File: src/rtl/psr_pkg.sv
package psr_pkg;
    typedef enum logic [1:0] {
        ST_READY = 2'd0,
        ST_LOAD  = 2'd1,
        ST_PROG  = 2'd2
    } psr_state_e;
endpackage

File: src/rtl/psr_read_detect.sv
module psr_read_detect (
    input  logic clk,
    input  logic rst_n,
    input  logic res_n_i,
    input  logic ce_n_i,
    input  logic oe_n_i,
    input  logic we_n_i,
    output logic rd_act_o,
    output logic rd_done_o
);
    logic rd_prev_q;

    assign rd_act_o = ~ce_n_i & ~oe_n_i & we_n_i & res_n_i;

    always_ff @(posedge clk) begin
        if (!rst_n) rd_prev_q <= 1'b0;
        else        rd_prev_q <= rd_act_o;
    end

    assign rd_done_o = rd_prev_q & ~rd_act_o;
endmodule

File: src/rtl/psr_ctrl_fsm.sv
module psr_ctrl_fsm
    import psr_pkg::*;
(
    input  logic clk,
    input  logic rst_n,
    input  logic res_n_i,
    input  logic busy_i,
    input  logic wr_stb_i,
    input  logic rd_done_i,
    output logic status_o,
    output logic tgl_o,
    output logic pull_o,
    output logic ld_ok_o
);
    psr_state_e state_q, state_d;
    logic tgl_q;

    always_ff @(posedge clk) begin
        if (!rst_n) state_q <= ST_READY;
        else        state_q <= state_d;
    end

    always_comb begin
        state_d = state_q;
        if (!res_n_i) begin
            state_d = ST_READY;
        end else begin
            unique case (state_q)
                ST_READY: if (wr_stb_i) state_d = ST_LOAD;
                ST_LOAD:  if (busy_i)   state_d = ST_PROG;
                ST_PROG:  if (!busy_i)  state_d = ST_READY;
                default:                state_d = ST_READY;
            endcase
        end
    end

    always_ff @(posedge clk) begin
        if (!rst_n)
            tgl_q <= 1'b1;
        else if (res_n_i && state_q == ST_READY && wr_stb_i)
            tgl_q <= 1'b1;
        else if (state_q != ST_READY && rd_done_i)
            tgl_q <= ~tgl_q;
    end

    always_comb begin
        status_o = (state_q != ST_READY);
        pull_o   = (state_q != ST_READY);
        tgl_o    = tgl_q;
        ld_ok_o  = res_n_i & wr_stb_i & (state_q != ST_PROG);
    end


    strobe_to_pull_chk: assert property (@(posedge clk) disable iff (!rst_n)
        (state_q == ST_READY && wr_stb_i && res_n_i) |=> pull_o);

    prog_end_release_chk: assert property (@(posedge clk) disable iff (!rst_n)
        (state_q == ST_PROG && !busy_i && res_n_i) |=> !pull_o);

    pin_abort_chk: assert property (@(posedge clk) disable iff (!rst_n)
        !res_n_i |=> !pull_o);

    toggle_first_chk: assert property (@(posedge clk) disable iff (!rst_n)
        (state_q == ST_READY && wr_stb_i && res_n_i) |=> tgl_o);

    toggle_hold_chk: assert property (@(posedge clk) disable iff (!rst_n)
        (status_o && !rd_done_i && !wr_stb_i) |=> $stable(tgl_o));
endmodule

File: src/rtl/psr_lane.sv
module psr_lane #(
    parameter int LANE_W = 8
) (
    input  logic              clk,
    input  logic              rst_n,
    input  logic              ld_en_i,
    input  logic [LANE_W-1:0] ld_byte_i,
    input  logic [LANE_W-1:0] arr_byte_i,
    input  logic              status_i,
    input  logic              tgl_i,
    input  logic              oe_i,
    output logic [LANE_W-1:0] out_o
);
    localparam int POLL_BIT = LANE_W - 1;
    localparam int TGL_BIT  = LANE_W - 2;

    logic [LANE_W-1:0] held_q;

    always_ff @(posedge clk) begin
        if (!rst_n)       held_q <= '0;
        else if (ld_en_i) held_q <= ld_byte_i;
    end

    always_comb begin
        out_o = '0;
        if (oe_i) begin
            if (status_i) begin
                out_o           = held_q;
                out_o[POLL_BIT] = ~held_q[POLL_BIT];
                out_o[TGL_BIT]  = tgl_i;
            end else begin
                out_o = arr_byte_i;
            end
        end
    end
endmodule

File: src/rtl/prog_status_rpt.sv
module prog_status_rpt #(
    parameter int DATA_W = 32,
    parameter int LANE_W = 8
) (
    input  logic                     clk,
    input  logic                     rst_n,
    input  logic                     res_n_i,
    input  logic                     busy_i,
    input  logic                     wr_stb_i,
    input  logic [DATA_W/LANE_W-1:0] wr_be_i,
    input  logic [DATA_W-1:0]        wr_data_i,
    input  logic                     ce_n_i,
    input  logic                     oe_n_i,
    input  logic                     we_n_i,
    input  logic [DATA_W-1:0]        array_data_i,
    output logic [DATA_W-1:0]        rd_data_o,
    output logic                     rd_oe_o,
    output logic                     rdy_pull_o
);
    localparam int LANES = DATA_W / LANE_W;

    logic rd_act, rd_done, status, tgl, ld_ok;

    psr_read_detect u_rdet (
        .clk       (clk),
        .rst_n     (rst_n),
        .res_n_i   (res_n_i),
        .ce_n_i    (ce_n_i),
        .oe_n_i    (oe_n_i),
        .we_n_i    (we_n_i),
        .rd_act_o  (rd_act),
        .rd_done_o (rd_done)
    );

    psr_ctrl_fsm u_fsm (
        .clk       (clk),
        .rst_n     (rst_n),
        .res_n_i   (res_n_i),
        .busy_i    (busy_i),
        .wr_stb_i  (wr_stb_i),
        .rd_done_i (rd_done),
        .status_o  (status),
        .tgl_o     (tgl),
        .pull_o    (rdy_pull_o),
        .ld_ok_o   (ld_ok)
    );

    for (genvar k = 0; k < LANES; k++) begin : g_lane
        psr_lane #(.LANE_W(LANE_W)) u_lane (
            .clk        (clk),
            .rst_n      (rst_n),
            .ld_en_i    (ld_ok & wr_be_i[k]),
            .ld_byte_i  (wr_data_i[k*LANE_W +: LANE_W]),
            .arr_byte_i (array_data_i[k*LANE_W +: LANE_W]),
            .status_i   (status),
            .tgl_i      (tgl),
            .oe_i       (rd_act),
            .out_o      (rd_data_o[k*LANE_W +: LANE_W])
        );
    end

    assign rd_oe_o = rd_act;


    oe_gate_chk: assert property (@(posedge clk) disable iff (!rst_n)
        (ce_n_i || oe_n_i || !we_n_i || !res_n_i) |-> (!rd_oe_o && rd_data_o == '0));

    idle_pass_chk: assert property (@(posedge clk) disable iff (!rst_n)
        (!rdy_pull_o && rd_oe_o) |-> (rd_data_o == array_data_i));
endmodule

File: config.mk
export PLATFORM = sky130hd
export DESIGN_NAME = prog_status_rpt
export DESIGN_NICKNAME = d
export VERILOG_FILES = /design/src/rtl/psr_pkg.sv /design/src/rtl/psr_read_detect.sv /design/src/rtl/psr_ctrl_fsm.sv /design/src/rtl/psr_lane.sv /design/src/rtl/prog_status_rpt.sv
export SDC_FILE = /design/constraint.sdc
export NUM_CORES = 1
export LEC_CHECK = 0
export ABC_AREA = 1
export BUFFER_PORTS_ARGS = -buffer_cell sky130_fd_sc_hd__buf_2
export CAP_MARGIN = 20
export CORE_MARGIN = 2
export CORE_UTILIZATION = 35
export CTS_CLUSTER_DIAMETER = 40
export DETAILED_ROUTE_END_ITERATION = 8
export GPL_ROUTABILITY_DRIVEN = 0
export REMOVE_ABC_BUFFERS = 1
export SLEW_MARGIN = 20
export SYNTH_ARGS = -nofsm -noshare
export SYNTH_HDL_FRONTEND = slang
export SYNTH_SLANG_ARGS = --single-unit
File: constraint.sdc
create_clock -name clk -period 1.24 [get_ports clk]
set_input_delay 0.186 -clock clk [delete_from_list [all_inputs] [get_ports clk]]
set_output_delay 0.186 -clock clk [all_outputs]
set_load 0.02 [all_outputs]
==> impl_results.md <==
* Layout area overhead at 55.8%
* Post-route setup slack at -373 ps
* Dpl hpwl at 4.09 mm
* Pre-CTS setup slack at -84.8 ps
* # clock sinks at 32
* Die area at 6750 um2
* Main combinational cell family by area after synthesis: simple AND/OR/NAND/NOR gates
* Outcome: complete, but fails checks
* IO buf count at 105
* Worst-path clk slew at 60 ps
* Worst EP arrival at 1430 ps
* Measured slew at the worst slew-check pin at 326 ps
* R2r worst-path depth at 7
* Worst Hold End: u_fsm.state_q[0]$_SDFFE_PN0P_
* Period minus WS final at 1610 ps
* Hold Path Stages at 3
* TritonRoute pass-1 iters at 4
* Antenna violations before repair at 0
* Vias after detailed routing at 2508
* PwrDens at 818 nW/um2
* Fraction of the mapped netlist area in compound gates at 0.0760
* Synth Warn # at 0
* GR Util All Layers at 0.169
* H-tree depth at 2
* Failing checks: setup timing
* Maximum vdd drop at 0.559 mV
* Post-layout nets at 563
* Post-Syn Instances at 375
* Cell Rows at 28
* Reg-to-reg endpoint: g_lane[3].u_lane.held_q[7]$_SDFFE_PN0P_
* Chip width at 82.2 um
* Setup violations, final at 33
* Layout cells sized above 1 at 0.383
* Post-Synth XOR/XNOR Area at 0
* CTS Buf Count at 5
* Period Utilization, post-route at 1.30
* Syn Std Cell Area at 2140 um2
* Cts hold-fix bufs at 0
* CP required at 1050 ps
* Hold Path Class: in -> reg
* Largest net degree at the start of global routing at 36
* Vias in the first global route at 2089
* I/O pin cnt at 110
* TritonCTS clock tree: built
* FMAX at 0.620 GHz
* Total power at 2.72 mW
* Sequential-to-total area share from yosys stat at 0.299
* Die Ht at 82.2 um
* First-pass GRT wire length at 8.91 mm
* Post-synthesis register bit count at 32
* DRC at 0
* Post-Synth Adder-Cell Area at 0
* Final Skew at 4.37 ps
* Total wire length at 5.88 mm
* Fin Hold WS at 161 ps
* Iteration-0 DRC Markers at 54
* Setup crit start kind: flip-flop
* Clock root cell: clkbuf_8
* Worst R2R Setup Slack at 100 ps
* Antenna cells at 0
* Bufs on Longest Clock Path at 2
* Hold path startpoint: wr_stb_i
* Max-slew violations at 0
* Vias per cell at 4.45
* Core Area at 5920 um2
* Unique cell type count in the Yosys netlist at 20
* DRT antenna net count at 0
* Crit Path Max Fanout at 8
* Final TNS setup at -10500 ps
* RSZ-0062 raised after global routing: true
* Worst setup EP type: output pin
* Multiplexer share of the synthesized area at 0
* Worst Setup Path Type: reg -> out
* MaxCap Viol Count at 0
* Starting Density at 0.361
* Global route total overflow at 0
* Simple-Gate Fraction of Synth Area at 0.405
* Slew HR at 0.782
* Routed len/inst at 10.4 um
* Worst-Skew Late Latency at 280 ps
* Worst r2r src: u_fsm.state_q[0]$_SDFFE_PN0P_
* Synth Area per Inst at 5.71 um2
* Leakage at 1.90 nW
* Fin. Hold Viols at 0
==> area by class of cell <==
type / instances / area, um2
clock inverters: 2 / 35.0
inverters: 93 / 362
multi-input cells: 228 / 1220
flip-flops and latches: 32 / 643
repair buffers: 127 / 905
fillers: 629 / 2590
well taps: 75 / 93.8
clock buffers: 6 / 72.6
==> cells in the mapped netlist, drive strengths merged <==
| cell type | n | area share |
|---|---|---|
| nand2 | 118 | 0.21 |
| inv | 93 | 0.16 |
| nor2 | 40 | 0.083 |
| dfxtp | 32 | 0.30 |
| a21oi | 30 | 0.070 |
| nand4 | 28 | 0.085 |
| buf | 15 | 0.044 |
| clkbuf | 7 | 0.012 |
| nand3 | 6 | 0.014 |
| nor3 | 4 | 0.0094 |
| a211oi | 1 | 0.0058 |
| nand3b | 1 | 0.0035 |
==> power by group <==
part	total (mW)	internal (mW)	switching, mW
clock network	0.978	0.596	0.382
logic	0.633	0.286	0.347
registers	1.11	1.08	0.0334
==> per-stage QoR <==
stage	utilization	area [um2]	instances
2_1_floorplan	-	2020	353
3_3_place_gp	0.484	2860	553
3_5_place_dp	0.484	2860	553
4_1_cts	0.516	3060	562
5_1_grt	0.563	3330	563
6_report	0.563	3330	563
==> sequential cells by signal, summed over array words and instances (netlist names) <==
signal and count:
g_lane.u_lane.held_q 28, u_fsm.state_q 2, u_fsm.tgl_o 1, u_rdet.rd_prev_q 1
==> timing repair <==
action	in CTS	in global routing
setup endpoints to repair	61	61
setup buffers	1	0
gates resized for setup	27	70
endpoints found under the hold margin	0	0
cloned	0	1
pin swaps	0	2
==> layout by cell type (no fill, tap or decap), types with 2 or more instances in the layout <==
master / netlist / routed
buf_2: 9 / 76
buf_12: 0 / 6
a21oi_2: 0 / 15
dfxtp_1: 32 / 30
nand4_1: 27 / 27
inv_1: 91 / 91
nand2_1: 117 / 101
clkbuf_8: 0 / 5
dfxtp_2: 0 / 2
nand2_4: 1 / 8
nor2_1: 31 / 29
a21oi_1: 30 / 15
nand3_4: 0 / 3
nor3_1: 4 / 4
buf_4: 3 / 34
nor2_2: 8 / 10
buf_8: 0 / 3
buf_6: 2 / 7
nand2_2: 0 / 8
nand3_1: 6 / 2
==> kinds of logic after synthesis <==
group,Yosys count
buf+inv,115
compound gates,31
simple gates,197
flops,32
==> critical path, cell delays in order, from the launching register on <==
cell and delay (ps):
dfxtp_2 330, nor2_4 150, buf_6 140, clkinv_8 70, clkbuf_16 190, nand2_4 70, a21oi_2 40, buf_4 150
==> layer usage <==
metal,routed length [um],GRT usage
met1,2580,0.208
met2,2950,0.302
met3,314,0.0348
met4,34,0.0400
met5,0,0
==> how the worst max path moves through the flow <==
stage | cells after the start | slack (ps) | start | endpoint
5_1_grt | 5 | -470 | u_fsm.state_q[1]$_SDFFE_PN0P_ | rd_data_o[23]
2_1_floorplan | 4 | -430 | u_fsm.state_q[1]$_SDFFE_PN0P_ | rd_data_o[14]
3_3_place_gp | 6 | -60 | oe_n_i | rd_data_o[31]
3_5_place_dp | 7 | -80 | u_fsm.state_q[0]$_SDFFE_PN0P_ | g_lane[0].u_lane.held_q[5]$_SDFFE_PN0P_
6_report | 7 | -370 | u_fsm.state_q[1]$_SDFFE_PN0P_ | rd_data_o[2]
4_1_cts | 5 | -360 | u_fsm.state_q[1]$_SDFFE_PN0P_ | rd_data_o[31]
No activity file was read; power rests on OpenSTA's default activity.
